### config.mk
export PLATFORM = sky130hd
export DESIGN_NAME = march_bist
export DESIGN_NICKNAME = d
export VERILOG_FILES = /design/src/rtl/march_pkg.sv /design/src/rtl/march_addr_gen.sv /design/src/rtl/march_fail_log.sv /design/src/rtl/march_bist.sv
export SDC_FILE = /design/constraint.sdc
export NUM_CORES = 1
export LEC_CHECK = 0
export ABC_AREA = 1
export BUFFER_PORTS_ARGS = -buffer_cell sky130_fd_sc_hd__clkbuf_2
export CORE_MARGIN = 4
export CORE_UTILIZATION = 23
export CTS_BUF_LIST = sky130_fd_sc_hd__clkbuf_16
export DETAILED_ROUTE_END_ITERATION = 8
export GPL_TIMING_DRIVEN = 0
export SLEW_MARGIN = 10
export SYNTH_ARGS = -nofsm -noshare
export SYNTH_HDL_FRONTEND = slang
export SYNTH_HIERARCHICAL = 1
export SYNTH_SLANG_ARGS = --single-unit
export TNS_END_PERCENT = 20
### constraint.sdc
create_clock -name clk -period 2.5 [get_ports clk]
set_input_delay 0.125 -clock clk [delete_from_list [all_inputs] [get_ports clk]]
set_output_delay 0.125 -clock clk [all_outputs]
set_load 0.01 [all_outputs]
### src/rtl/march_pkg.sv
package march_pkg;

    typedef enum logic [3:0] {
        ST_IDLE,
        ST_FILL,
        ST_UP_RD,
        ST_UP_WR,
        ST_DN_RD,
        ST_DN_WR,
        ST_VERIFY,
        ST_DRAIN,
        ST_DONE
    } march_state_t;

    typedef enum logic [2:0] {
        AOP_HOLD,
        AOP_LO,
        AOP_HI,
        AOP_INC,
        AOP_DEC
    } addr_op_t;

endpackage

### src/rtl/march_addr_gen.sv
module march_addr_gen #(
    parameter int ADDR_W = 6
) (
    input  logic                 clk,
    input  logic                 rst_n,
    input  march_pkg::addr_op_t  op,
    output logic [ADDR_W-1:0]    addr,
    output logic                 at_hi,
    output logic                 at_lo
);
    import march_pkg::*;

    localparam logic [ADDR_W-1:0] TOP_ADDR = {ADDR_W{1'b1}};
    localparam logic [ADDR_W-1:0] ONE      = {{(ADDR_W-1){1'b0}}, 1'b1};

    always_ff @(posedge clk or negedge rst_n) begin
        if (!rst_n) begin
            addr <= '0;
        end else begin
            unique case (op)
                AOP_HOLD: addr <= addr;
                AOP_LO:   addr <= '0;
                AOP_HI:   addr <= TOP_ADDR;
                AOP_INC:  addr <= addr + ONE;
                AOP_DEC:  addr <= addr - ONE;
                default:  addr <= addr;
            endcase
        end
    end

    assign at_hi = (addr == TOP_ADDR);
    assign at_lo = (addr == '0);

endmodule

### src/rtl/march_fail_log.sv
module march_fail_log #(
    parameter int ADDR_W = 6,
    parameter int DATA_W = 8
) (
    input  logic              clk,
    input  logic              rst_n,
    input  logic              clr,
    input  logic              rd_issue,
    input  logic [ADDR_W-1:0] rd_addr,
    input  logic [DATA_W-1:0] rd_exp,
    input  logic [DATA_W-1:0] rdata,
    output logic              fail,
    output logic [ADDR_W-1:0] fail_addr,
    output logic [DATA_W-1:0] fail_exp
);
    logic              chk_vld;
    logic [ADDR_W-1:0] chk_addr;
    logic [DATA_W-1:0] chk_exp;
    logic              mismatch;

    assign mismatch = chk_vld && (rdata != chk_exp);

    always_ff @(posedge clk or negedge rst_n) begin
        if (!rst_n) begin
            chk_vld   <= 1'b0;
            chk_addr  <= '0;
            chk_exp   <= '0;
            fail      <= 1'b0;
            fail_addr <= '0;
            fail_exp  <= '0;
        end else begin
            chk_vld  <= rd_issue && !clr;
            chk_addr <= rd_addr;
            chk_exp  <= rd_exp;
            if (clr) begin
                fail      <= 1'b0;
                fail_addr <= '0;
                fail_exp  <= '0;
            end else if (mismatch && !fail) begin
                fail      <= 1'b1;
                fail_addr <= chk_addr;
                fail_exp  <= chk_exp;
            end
        end
    end

    AST_FAIL_STICKY: assert property (@(posedge clk) disable iff (!rst_n)
        (fail && !clr) |=> fail);
    AST_FIRST_ADDR_HELD: assert property (@(posedge clk) disable iff (!rst_n)
        (fail && !clr) |=> ($stable(fail_addr) && $stable(fail_exp)));
    AST_MISMATCH_FLAGS: assert property (@(posedge clk) disable iff (!rst_n)
        (mismatch && !clr) |=> fail);

endmodule

### src/rtl/march_bist.sv
module march_bist #(
    parameter int ADDR_W = 6,
    parameter int DATA_W = 8
) (
    input  logic              clk,
    input  logic              rst_n,
    input  logic              start,
    output logic [ADDR_W-1:0] mem_addr,
    output logic [DATA_W-1:0] mem_wdata,
    output logic              mem_we,
    output logic              mem_re,
    input  logic [DATA_W-1:0] mem_rdata,
    output logic              busy,
    output logic              done,
    output logic              fail,
    output logic [ADDR_W-1:0] fail_addr,
    output logic [DATA_W-1:0] fail_exp
);
    import march_pkg::*;

    march_state_t      state_q, state_d;
    logic              pol_q, pol_d;
    addr_op_t          aop;
    logic              clr;
    logic              at_hi, at_lo;
    logic [DATA_W-1:0] bg;
    logic [DATA_W-1:0] rd_exp;

    assign bg = {DATA_W{pol_q}};

    march_addr_gen #(.ADDR_W(ADDR_W)) u_addr (
        .clk   (clk),
        .rst_n (rst_n),
        .op    (aop),
        .addr  (mem_addr),
        .at_hi (at_hi),
        .at_lo (at_lo)
    );

    march_fail_log #(.ADDR_W(ADDR_W), .DATA_W(DATA_W)) u_log (
        .clk       (clk),
        .rst_n     (rst_n),
        .clr       (clr),
        .rd_issue  (mem_re),
        .rd_addr   (mem_addr),
        .rd_exp    (rd_exp),
        .rdata     (mem_rdata),
        .fail      (fail),
        .fail_addr (fail_addr),
        .fail_exp  (fail_exp)
    );

    // State register
    always_ff @(posedge clk or negedge rst_n) begin
        if (!rst_n) begin
            state_q <= ST_IDLE;
            pol_q   <= 1'b0;
        end else begin
            state_q <= state_d;
            pol_q   <= pol_d;
        end
    end

    // Next state and address control
    always_comb begin
        state_d = state_q;
        pol_d   = pol_q;
        aop     = AOP_HOLD;
        clr     = 1'b0;
        unique case (state_q)
            ST_IDLE, ST_DONE: begin
                if (start) begin
                    state_d = ST_FILL;
                    pol_d   = 1'b0;
                    aop     = AOP_LO;
                    clr     = 1'b1;
                end
            end
            ST_FILL: begin
                if (at_hi) begin
                    state_d = ST_UP_RD;
                    aop     = AOP_LO;
                end else begin
                    aop = AOP_INC;
                end
            end
            ST_UP_RD: state_d = ST_UP_WR;
            ST_UP_WR: begin
                if (at_hi) begin
                    state_d = ST_DN_RD;
                    aop     = AOP_HI;
                end else begin
                    state_d = ST_UP_RD;
                    aop     = AOP_INC;
                end
            end
            ST_DN_RD: state_d = ST_DN_WR;
            ST_DN_WR: begin
                if (!at_lo) begin
                    state_d = ST_DN_RD;
                    aop     = AOP_DEC;
                end else if (!pol_q) begin
                    state_d = ST_FILL;
                    pol_d   = 1'b1;
                    aop     = AOP_LO;
                end else begin
                    state_d = ST_VERIFY;
                    aop     = AOP_LO;
                end
            end
            ST_VERIFY: begin
                if (at_hi) state_d = ST_DRAIN;
                else       aop     = AOP_INC;
            end
            ST_DRAIN: state_d = ST_DONE;
            default:  state_d = ST_IDLE;
        endcase
    end

    // Outputs
    always_comb begin
        mem_we    = 1'b0;
        mem_re    = 1'b0;
        mem_wdata = '0;
        rd_exp    = '0;
        busy      = 1'b1;
        done      = 1'b0;
        unique case (state_q)
            ST_IDLE:   busy = 1'b0;
            ST_DONE: begin
                busy = 1'b0;
                done = 1'b1;
            end
            ST_FILL: begin
                mem_we    = 1'b1;
                mem_wdata = bg;
            end
            ST_UP_RD: begin
                mem_re = 1'b1;
                rd_exp = bg;
            end
            ST_UP_WR: begin
                mem_we    = 1'b1;
                mem_wdata = ~bg;
            end
            ST_DN_RD: begin
                mem_re = 1'b1;
                rd_exp = ~bg;
            end
            ST_DN_WR: begin
                mem_we    = 1'b1;
                mem_wdata = bg;
            end
            ST_VERIFY: begin
                mem_re = 1'b1;
                rd_exp = bg;
            end
            ST_DRAIN: ;
            default:  busy = 1'b0;
        endcase
    end

    AST_UP_PAIR: assert property (@(posedge clk) disable iff (!rst_n)
        (state_q == ST_UP_RD) |=> (state_q == ST_UP_WR && $stable(mem_addr)));
    AST_DN_PAIR: assert property (@(posedge clk) disable iff (!rst_n)
        (state_q == ST_DN_RD) |=> (state_q == ST_DN_WR && $stable(mem_addr)));
    AST_NO_WRAP: assert property (@(posedge clk) disable iff (!rst_n)
        (aop == AOP_INC) |-> !at_hi);
    AST_BUSY_IGNORES_START: assert property (@(posedge clk) disable iff (!rst_n)
        (busy && start && state_q != ST_DRAIN) |=> busy);
    AST_DONE_HOLD: assert property (@(posedge clk) disable iff (!rst_n)
        (done && !start) |=> done);
    AST_QUIET_AFTER_DONE: assert property (@(posedge clk) disable iff (!rst_n)
        (done && !start) |=> (!mem_we && !mem_re));

endmodule

==> results_dict.tcl <==
set metrics [dict create \
    yosys_most_used_dff "dfrtp_1" \
    cts_root_buf "clkbuf_16" \
    synth-edff-count 0 \
    area_growth_pct 31.8 \
    synthSimpleGateAreaFrac 0.329 \
    cts_sinks 41 \
    final-max-slew-violation-count 0 \
    drc 0 \
    clockBufferDepth 2 \
    cp.required_ns 2.66 \
    utilization 0.315 \
    ir_drop_uv 304 \
    overflow 0 \
    ys_ff_latch 41 \
    fin_area_um2 2950 \
    ant_nets 0 \
    place_area_um2 2620 \
    firstDrtPassIters 4 \
    routed_via_density 4.13 \
    p_per_area_nw_per_um2 1050 \
    hold_class "primary input to asynchronous set/reset pin" \
    die_w_um 107 \
    fin_crit_sh 0.964 \
    finalSetupViolCount 0 \
    r2r_start "u_addr/addr[5]$_DFFE_PN0P_" \
    synth_area_leader_cell "dfrtp_1" \
    routed_wl_um 5150 \
    grt_max_degree 42 \
    io_pins 44 \
    fp.dieH_um 107 \
    synthMuxAreaShare 0 \
    ys_types 28 \
    grt_pass1_wl_um 8560 \
    synth_area_um2 2240 \
    synth_top_family_by_area "simple AND/OR/NAND/NOR gates" \
    htreeDepth 2 \
    hold_viol_final 0 \
    gp_congestion 0.828 \
    vias 2014 \
    drv_cap 0 \
    avgSynthCellArea_um2 7.63 \
    synth-async-reset-ratio 1.00 \
    fmax_mhz 415 \
    fin_hold_ws_ns 0.00257 \
    grt_pass1_vias 1904 \
    worst_slew_pin_slew_ns 0.979 \
    clk_pin_slew_ns 0.05 \
    n_antenna_cell 0 \
    syn_nets 310 \
    worstReg2RegEnd "u_addr/addr[4]$_DFFE_PN0P_" \
    antenna_found_initial 0 \
    detail_route.wl_per_cell_um 10.5 \
    synthAdderAreaFrac 0.0313 \
    rows 35 \
    synth-compound-area-share 0.0480 \
    drive_gt1_frac 0.323 \
    crit_type "flop to flop" \
    dieArea_um2 11400 \
    grt_usage 0.0930 \
    finalNetCount 374 \
    synth_xor_area_frac 0.0156 \
    skew_ns 0.00265 \
    synth_area_leaders "dfrtp_1 46%, nand2_1 14%, inv_1 7.5%, nand3_1 7.4%, nor2_1 4.2%" \
    synth_top_cell_area_share 0.458 \
    r2r_slack_ns 0.09 \
    max_slew_margin 0.347 \
    io_buffer_count 43 \
    yosysSeqAreaShare 0.458 \
    arrival_ns 2.57 \
    end_kind "flop" \
    insertion_delay_ns 0.27 \
    synth_cells 294 \
    rsz0062_at_grt "yes" \
    hpwl_um 3870 \
    finalCriticalPeriod_ns 2.41 \
    outcome "completed" \
    cts_hold_buf 0 \
    design.core.area_um2 9370 \
    cts_tree "yes" \
    tns_ns 0 \
    leakagePower_nw 1.62 \
    cp-start-kind "flop" \
    drtIter0Drc 123 \
    ys.warnings.count 6 \
    power_w 0.00310 \
    numCtsBuffers 5 \
    r2r_cells 16 \
    start_util 0.239 \
    critical_path.max_fanout 6 \
]
timing repair:
action,in CTS,in global routing
pin swaps,1,11
resized for setup,11,19
endpoints found under the setup margin,5,11
buffers inserted,5,9
logic make-up after synthesis:
logic type,Yosys count
AOI/OAI and AO/OA,19
xor gates and xnor gates,4
and+or+nand+nor,165
buffers and inverters,60
DFF,41
adders and majority gates,5
registers in the layout (all words and copies together), names as in the netlist:
name,flops
pol_q,1
state_q,4
u_addr/addr,6
u_log/chk_addr,6
u_log/chk_exp,8
u_log/chk_vld,1
u_log/fail,1
u_log/fail_addr,6
u_log/fail_exp,8
placed cells by master, fill, tap and decap left out, drive strengths merged:
master  synthesis  routed
clkinv          0       3
clkbuf          1      49
nor3            4       4
a21oi           7       7
fa              1       1
o22ai           1       1
o211ai          2       2
nand3          34      34
dfrtp          41      41
xnor2           4       4
ha              4       4
nand4           3       3
o21ai           8       8
nand2          93      93
nor2           30      30
nand3b          1       1
inv            48      48
buf            11      25
a21o            1       1
how the worst max path moves through the flow:
stage / start / endpoint / cells after the start
2_1_floorplan: u_addr/addr[1]$_DFFE_PN0P_ / u_addr/addr[3]$_DFFE_PN0P_ / 16
3_3_place_gp: u_addr/addr[1]$_DFFE_PN0P_ / u_addr/addr[4]$_DFFE_PN0P_ / 15
3_5_place_dp: u_addr/addr[0]$_DFFE_PN0P_ / u_addr/addr[4]$_DFFE_PN0P_ / 15
4_1_cts: u_addr/addr[2]$_DFFE_PN0P_ / u_addr/addr[4]$_DFFE_PN0P_ / 15
5_1_grt: u_addr/addr[5]$_DFFE_PN0P_ / u_addr/addr[4]$_DFFE_PN0P_ / 16
6_report: u_addr/addr[5]$_DFFE_PN0P_ / u_addr/addr[4]$_DFFE_PN0P_ / 16
power breakdown:
group	switching [W]	internal, W
sequential	0.000125	0.000833
clock	0.000227	0.000360
combinational	0.000922	0.000632
per-stage QoR:
step                cells  worst slack [ns]
floorplan             294            0.0928
global placement      466            -0.235
detailed placement    466            -0.307
CTS                   479           0.00227
global route          488            -0.103
finish                488            0.0909
synthesized netlist by cell type (4+ instances only):
cell	n
ha_1	4
nor2_2	4
inv_1	45
buf_4	8
xnor2_1	4
o21ai_0	5
a21oi_1	7
nand2_2	6
nor2_1	25
nor3_1	4
nand2_1	85
dfrtp_1	41
nand3_1	33
layout make-up:
type	count	area [um2]
buffer	12	85.1
clock buffer	5	125
clock inverter	3	12.5
fill	1030	6420
inverter	48	183
multi-input combinational	193	1040
sequential	41	1030
tap	129	161
timing repair buffer	57	320
critical path, stage by stage (launching register included):
cell	delay, ns
dfrtp_2	0.42
nand4_1	0.12
nor3_2	0.21
inv_2	0.09
nand3_2	0.08
nand2_1	0.06
nor2_1	0.12
nand3_2	0.12
nor2_4	0.15
nand2_4	0.09
fa_2	0.39
inv_2	0.07
nand3_1	0.07
nand2_1	0.08
a21oi_1	0.06
o21ai_1	0.10
nand2_1	0.07
per-layer routing:
layer,vias up,wire length [um],global-route usage
met5,-,0,0
met4,0,91,0.0374
met3,6,273,0.0247
met2,40,2560,0.167
met1,931,2230,0.104
li1,1037,-,-
(Power assumes the default switching activity.)
